[src/rtl/xadd_pkg.sv]
package xadd_pkg;

    localparam int DW     = 32;
    localparam int NLANE  = 3;
    localparam int NFLAGS = 5;

    typedef enum logic [1:0] {
        SZ_BYTE = 2'b00,
        SZ_WORD = 2'b01,
        SZ_LONG = 2'b10,
        SZ_BAD  = 2'b11
    } size_e;

    typedef struct packed {
        logic x;
        logic n;
        logic z;
        logic v;
        logic c;
    } ccr_t;

    typedef struct packed {
        logic [DW-1:0] merged;
        logic          zero;
        logic          cout;
        logic          dsign;
        logic          ssign;
        logic          rsign;
    } lane_out_t;

    function automatic int lane_width(int k);
        return 8 << k;
    endfunction

    function automatic logic [DW-1:0] size_mask(size_e s);
        logic [DW-1:0] m;
        case (s)
            SZ_BYTE: m = {{(DW-8){1'b0}}, 8'hFF};
            SZ_WORD: m = {{(DW-16){1'b0}}, 16'hFFFF};
            default: m = {DW{1'b1}};
        endcase
        return m;
    endfunction

endpackage

[src/rtl/xadd_lanes.sv]
module xadd_lanes
    import xadd_pkg::*;
(
    input  logic [DW-1:0]             dst_i,
    input  logic [DW-1:0]             src_i,
    input  logic                      cin_i,
    output logic [NLANE-1:0][DW-1:0]  sum_o,
    output logic [NLANE-1:0]          cout_o,
    output logic [NLANE-1:0]          dsign_o,
    output logic [NLANE-1:0]          ssign_o,
    output logic [NLANE-1:0]          rsign_o
);

    for (genvar k = 0; k < NLANE; k++) begin : g_lane
        localparam int W = lane_width(k);
        logic [W:0] wide;

        assign wide = {1'b0, dst_i[W-1:0]} + {1'b0, src_i[W-1:0]}
                    + {{W{1'b0}}, cin_i};

        if (W < DW) begin : g_pad
            assign sum_o[k] = {{(DW-W){1'b0}}, wide[W-1:0]};
        end else begin : g_full
            assign sum_o[k] = wide[W-1:0];
        end

        assign cout_o[k]  = wide[W];
        assign dsign_o[k] = dst_i[W-1];
        assign ssign_o[k] = src_i[W-1];
        assign rsign_o[k] = wide[W-1];
    end

endmodule

[src/rtl/xadd_select.sv]
module xadd_select
    import xadd_pkg::*;
(
    input  size_e                     size_i,
    input  logic [DW-1:0]             dst_i,
    input  logic [NLANE-1:0][DW-1:0]  sum_i,
    input  logic [NLANE-1:0]          cout_i,
    input  logic [NLANE-1:0]          dsign_i,
    input  logic [NLANE-1:0]          ssign_i,
    input  logic [NLANE-1:0]          rsign_i,
    output lane_out_t                 lane_o
);

    logic [1:0]    idx;
    logic [DW-1:0] mask;
    logic [DW-1:0] picked;

    always_comb begin
        idx    = (size_i == SZ_BAD) ? 2'd2 : size_i;
        mask   = size_mask(size_i);
        picked = sum_i[idx];

        lane_o.merged = (dst_i & ~mask) | (picked & mask);
        lane_o.zero   = (picked == '0);
        lane_o.cout   = cout_i[idx];
        lane_o.dsign  = dsign_i[idx];
        lane_o.ssign  = ssign_i[idx];
        lane_o.rsign  = rsign_i[idx];
    end

endmodule

[src/rtl/xadd_flags.sv]
module xadd_flags
    import xadd_pkg::*;
(
    input  lane_out_t lane_i,
    input  logic      z_i,
    output ccr_t      ccr_o
);

    always_comb begin
        ccr_o.x = lane_i.cout;
        ccr_o.c = lane_i.cout;
        ccr_o.n = lane_i.rsign;
        ccr_o.z = lane_i.zero & z_i;
        ccr_o.v = (lane_i.dsign == lane_i.ssign) && (lane_i.rsign != lane_i.dsign);
    end

endmodule

[src/rtl/xadd_step.sv]
module xadd_step
    import xadd_pkg::*;
(
    input  logic              clk,
    input  logic              rst,
    input  logic              valid_i,
    input  logic [1:0]        size_i,
    input  logic [DW-1:0]     dst_i,
    input  logic [DW-1:0]     src_i,
    input  logic              x_i,
    input  logic              z_i,
    output logic [DW-1:0]     result_o,
    output logic [NFLAGS-1:0] flags_o
);

    size_e                    size_s;
    logic [NLANE-1:0][DW-1:0] lane_sum;
    logic [NLANE-1:0]         lane_cout;
    logic [NLANE-1:0]         lane_dsign;
    logic [NLANE-1:0]         lane_ssign;
    logic [NLANE-1:0]         lane_rsign;
    lane_out_t                lane_pick;
    ccr_t                     ccr_next;
    ccr_t                     ccr_q;
    logic [DW-1:0]            result_q;
    logic                     take;

    assign size_s = size_e'(size_i);
    assign take   = valid_i && (size_s != SZ_BAD);

    xadd_lanes u_lanes (
        .dst_i   (dst_i),
        .src_i   (src_i),
        .cin_i   (x_i),
        .sum_o   (lane_sum),
        .cout_o  (lane_cout),
        .dsign_o (lane_dsign),
        .ssign_o (lane_ssign),
        .rsign_o (lane_rsign)
    );

    xadd_select u_select (
        .size_i  (size_s),
        .dst_i   (dst_i),
        .sum_i   (lane_sum),
        .cout_i  (lane_cout),
        .dsign_i (lane_dsign),
        .ssign_i (lane_ssign),
        .rsign_i (lane_rsign),
        .lane_o  (lane_pick)
    );

    xadd_flags u_flags (
        .lane_i (lane_pick),
        .z_i    (z_i),
        .ccr_o  (ccr_next)
    );

    always_ff @(posedge clk) begin
        if (rst) begin
            result_q <= '0;
            ccr_q    <= '0;
        end else if (take) begin
            result_q <= lane_pick.merged;
            ccr_q    <= ccr_next;
        end
    end

    assign result_o = result_q;
    assign flags_o  = ccr_q;

endmodule

[config.mk]
export PLATFORM = sky130hd
export DESIGN_NAME = xadd_step
export DESIGN_NICKNAME = d
export VERILOG_FILES = /design/src/rtl/xadd_pkg.sv /design/src/rtl/xadd_lanes.sv /design/src/rtl/xadd_select.sv /design/src/rtl/xadd_flags.sv /design/src/rtl/xadd_step.sv
export SDC_FILE = /design/constraint.sdc
export NUM_CORES = 1
export LEC_CHECK = 0
export ABC_AREA = 1
export ABC_CLOCK_PERIOD_IN_PS = 2100
export BUFFER_PORTS_ARGS = -buffer_cell sky130_fd_sc_hd__buf_4
export CORE_ASPECT_RATIO = 0.75
export CORE_MARGIN = 1
export CORE_UTILIZATION = 25
export CTS_CLUSTER_SIZE = 8
export DETAILED_ROUTE_END_ITERATION = 8
export PLACE_DENSITY = 0.54
export SYNTH_ARGS = -nofsm -noshare
export SYNTH_HDL_FRONTEND = slang
export SYNTH_SLANG_ARGS = --single-unit
[constraint.sdc]
create_clock -name clk -period 2.1 [get_ports clk]
set_input_delay 0.21 -clock clk [delete_from_list [all_inputs] [get_ports clk]]
set_output_delay 0.21 -clock clk [all_outputs]
set_load 0.02 [all_outputs]
---- After elaboration in Yosys (flattened, before gate mapping) ----
Cells that the tools add are included.
word-level totals
  register bits after elaboration ......... 36
  input bits .............................. 71
  output and inout bits ................... 37
operators by class
  $add $sub $neg .......................... 6
  $lt $le $gt $ge ......................... 1
  eq/ne operators ......................... 5
  muxes and demuxes ....................... 12
  bitwise gates (word level) .............. 5
  reduce and logical (&&, ||, !) cells .... 4
operators by type and width
  cell                number
  $and 32x32->32      2
  $bmux 32 s2         1
  $pmux 32 s2         1
  $add 32x32->33      1
  $add 33x1->33       1
  $logic_not 32->1    1
  $mux 32             1
  $not 32->32         1
  $or 32x32->32       1
  $add 16x16->17      1
  $add 17x1->17       1
  $add 8x8->9         1
  $add 9x1->9         1
  $bmux 1 s2          4
  $mux 1              4
  $lt 2x3->1 const B  1
  $eq 2x1->1 const B  1
  $eq 2x2->1 const B  1
  $logic_and 1x1->1   2
  $logic_not 2->1     1
  $mux 2              1
  $ne 2x2->1 const B  1
  $and 1x1->1         1
  $eq 1x1->1          1
  $ne 1x1->1          1

---- Longest topological paths before layout ----
  word-level depth ........................ 6
  depth in mapped cells ................... 19
  gate-level depth less buffers ........... 19

---- By module ----
A second synthesis with hierarchy kept.
unflattened totals
  cell total of the unflattened synthesis .. 1083
  area total of the unflattened synthesis .. 5731.7 um^2
modules (own cells, without submodules)
  module       times used  cells each  area each (um^2)
  xadd_lanes   1           577         2937.8
  xadd_step    1           243         1674.1
  xadd_select  1           248         1052.3
  xadd_flags   1           15          67.6

---- Worst setup path after synthesis ----
No wires, ideal clock.
  path kind ............................... input to register
  start ................................... input port dst_i[0]
  end ..................................... register ccr_q (netlist bit flags_o[2])
  library setup time ...................... 0.070 ns
  arrival time ............................ 2.020 ns
  setup slack ............................. 0.010 ns
  stages on the path ...................... 18
  path through ............................ inv_1 > fa_1 > inv_1 > fa_1 > nand3_1 > nand2_2 > nand2_1 > nand2_2 > nand2_2 > nand2_2 > nand3b_1 > nand2_1 > nand2_1 > nand3_2 > nand2_1 > nor2_1 > nand3_1 > a21oi_1
between the ends
  cells in the longest elaborated chain, start to end .. 6
  elaborated cells on any way between the ends .. 10
  classes of those cells .................. 6 x add/sub; 2 x mux; 1 x bitwise; 1 x reduce/logical
RTL lines
  item                                          RTL line           source
  from (decl)                                   xadd_step.sv:8     input logic [DW-1:0] dst_i,
  $add 32x32->33, or another cell as far along  xadd_lanes.sv:18   assign wide = {1'b0, dst_i[W-1:0]} + {1'b0, src_i[W-1:0]}
  $add 33x1->33, or another cell as far along   xadd_lanes.sv:19   + {{W{1'b0}}, cin_i};
  $bmux 32 s2 *                                 xadd_select.sv:21  picked = sum_i[idx];
  $mux 32 (not written as such) *               xadd_select.sv:21
  $logic_not 32->1 *                            xadd_select.sv:24  lane_o.zero = (picked == '0);
  $and 1x1->1 *                                 xadd_flags.sv:13   ccr_o.z = lane_i.zero & z_i;
  to (signal assigned)                          xadd_step.sv:65    ccr_q <= ccr_next;
  to (decl)                                     xadd_step.sv:24    ccr_t ccr_q;
Every way passes the cells marked *; elsewhere a longest branch is shown, timed or not. The select of a mux whose other input is x is not followed.
A chain may end at the register's enable or synchronous reset.

---- Worst setup path in the final report ----
Ends and elaborated chain as after synthesis.

==> impl_metrics.env <==
export IMPL_outcome="finished, final reports clean"
export IMPL_grt_pass1_wl_mm=25.2
export IMPL_finalWorstPathRequiredPeriod_ns=2.01
export IMPL_overflow=0
export IMPL_gp_congestion=0.906
export IMPL_die_w_um=152
export IMPL_netlist_instances=762
export IMPL_hold_viol_final=0
export IMPL_setup_ws_ns=0.0870
export IMPL_fin_util_pct=37.9
export IMPL_critPathTopFamily="simple AND/OR/NAND/NOR gates"
export IMPL_path_clk_slew_ns=0.05
export IMPL_totalWireLength_mm=16.0
export IMPL_hold_class="in -> reg"
export IMPL_grt_antenna_before_repair=0
export IMPL_setup_worst_path_end_class="flop"
export IMPL_max_vdd_ir_drop_mv=0.434
export IMPL_critical_path_class="in -> reg"
export IMPL_cts_made_buffers=5
export IMPL_placed_cells=1154
export IMPL_arrival_ns=2.22
export IMPL_path_cells="buf_4 > inv_1 > fa_2 > inv_2 > fa_2 > nand2_1 > nand3_2 > nand3_2 > nand2_2 > nand2_1 > nand2_2 > nor2_2 > nand4_1 > nor2_1 > nand3_1 > nor2_1 > nand3_1 > a21oi_1"
export IMPL_pre_cts_ws_ns=-0.359
export IMPL_die_h_um=114
export IMPL_setup_tns_ns=0
export IMPL_max_slew_margin_rel_pct=73.1
export IMPL_grt_start_max_net_pins=25
export IMPL_grt_setup_unrepaired="yes"
export IMPL_htreeDepth=2
export IMPL_period_share_pct=95.9
export IMPL_cp_num_buf_inv=3
export IMPL_static_leakage_power_nw=3.50
export IMPL_ys_warn_count=0
export IMPL_final_common_cell="nand2_1"
export IMPL_areaGrowthSynthToFinish_pct=46.3
export IMPL_rows=40
export IMPL_dp_hpwl_mm=13.6
export IMPL_nets=1060
export IMPL_synth_fp_nets=866
export IMPL_drive_gt1_share_pct=27.7
export IMPL_num_vias=5275
export IMPL_grt_usage_pct=18.8
export IMPL_finalClockSkew_ns=0
export IMPL_portBuffers=107
export IMPL_final_cell_mix="nand2_1, buf_4, inv_1"
export IMPL_ios=108
export IMPL_maxCapViolCount=0
export IMPL_cp_max_fo=4
export IMPL_firstDrtPassIters=5
export IMPL_final_cells=1166
export IMPL_power_total_mw=3.13
export IMPL_antenna_cells=0
export IMPL_timing_hold_ws_ns=0.166
export IMPL_cts_hold_buf=0
export IMPL_grt_pass1_vias=4961
export IMPL_clk_latency_ns=0.27
export IMPL_fin_area_um2=6140
export IMPL_p_per_area_nw_per_um2=509
export IMPL_die_area_um2=17300
export IMPL_slew_violations=0
export IMPL_drtIter0Drc=410
export IMPL_critPathLaunchType="primary input"
export IMPL_ys_seq_elements=36
export IMPL_cts_buffer_depth=2
export IMPL_synth_cell_type_count=32
export IMPL_numClockSinks=36
export IMPL_worstMarginPinSlew_ns=0.403
export IMPL_synth_yosys_seq_area_share_pct=17.2
export IMPL_postSynthAreaPerCell_um2=5.51
export IMPL_drc_errors=0
export IMPL_timing_fmax_ghz=0.497
export IMPL_cp_slowest_cell="fa_2"
export IMPL_start_util_pct=25.9
export IMPL_post_dp_cell_area_um2=5850
export IMPL_wire_per_inst_um=13.8
export IMPL_slowest_delay_ns=0.38
export IMPL_synth_area_um2=4200
export IMPL_crit_required_ns=2.30
export IMPL_postRouteAntennaNets=0
export IMPL_core_area_um2=16200
export IMPL_setup_viol=0
export IMPL_cts_tree="done"
export IMPL_cts_root_buf="clkbuf_16"
export IMPL_via_per_inst=4.52
metal layers:
layer	up-vias	GRT usage, %	share of wire [%]
met4	0	3.30	0.82
met1	2339	30.3	53
li1	2771	-	-
met2	154	27.0	40
met3	11	1.20	6.1
met5	-	0	0
final timing paths:
kind                             from  slack, ns  depth (start not counted)                       end
max                          dst_i[0]       0.09                         18   flags_o[2]$_SDFFE_PP0P_
min                               rst       0.17                          2   flags_o[2]$_SDFFE_PP0P_
max reg2reg   flags_o[0]$_SDFFE_PP0P_       1.39                          2   flags_o[0]$_SDFFE_PP0P_
min reg2reg  result_o[7]$_SDFFE_PP0P_       0.51                          2  result_o[7]$_SDFFE_PP0P_
flip-flops by register name, indices dropped and copies added, names as in the netlist:
signal / flops
result_o: 32
flags_o: 4
synth_stat cells, drive strengths merged:
| library cell | n | area share [%] |
|---|---|---|
| inv | 143 | 13 |
| a22oi | 1 | 0.18 |
| o21ai | 38 | 4.5 |
| nor3 | 2 | 0.24 |
| xnor2 | 2 | 0.42 |
| nand3b | 11 | 2.1 |
| clkinv | 1 | 0.089 |
| a21boi | 1 | 0.27 |
| nand2 | 264 | 24 |
| clkbuf | 11 | 0.98 |
| or2 | 1 | 0.15 |
| o21bai | 3 | 0.54 |
| a31oi | 2 | 0.30 |
| dfxtp | 36 | 17 |
| o211ai | 2 | 0.36 |
| a21oi | 68 | 8.2 |
| nand4 | 11 | 1.6 |
| buf | 5 | 1.3 |
| fa | 2 | 0.95 |
| xor2 | 1 | 0.21 |
| nor2 | 70 | 6.9 |
| ha | 31 | 9.2 |
| and2 | 2 | 0.30 |
| nand3 | 54 | 6.9 |
cell type report:
type	instances	area, µm²
sequential	36	721
timing repair buffer	203	1530
inverter	144	541
tap	210	263
fill	1794	10100
clock buffer	7	153
multi-input combinational	566	2940
logic make-up after synthesis:
kind of cell / count (synthesis) / synth area share (%)
flops: 36 / 17.2
simple gates: 415 / 42.5
compound gates: 115 / 14.4
xor+xnor: 3 / 0.626
fa+ha+maj: 33 / 10.2
buf+inv: 160 / 15.1
repair_timing:
item	in CTS	in global routing
endpoints found under the setup margin	1	6
pin swaps	2	18
resized for setup	7	27
setup buffers	2	3
report_power, final:
part	leakage (nW)	internal (mW)	switching, mW
clock network	0.0760	0.497	0.259
registers	0.298	0.744	0.0349
logic	3.13	0.704	0.889
Power figures use the tool's default switching activity.
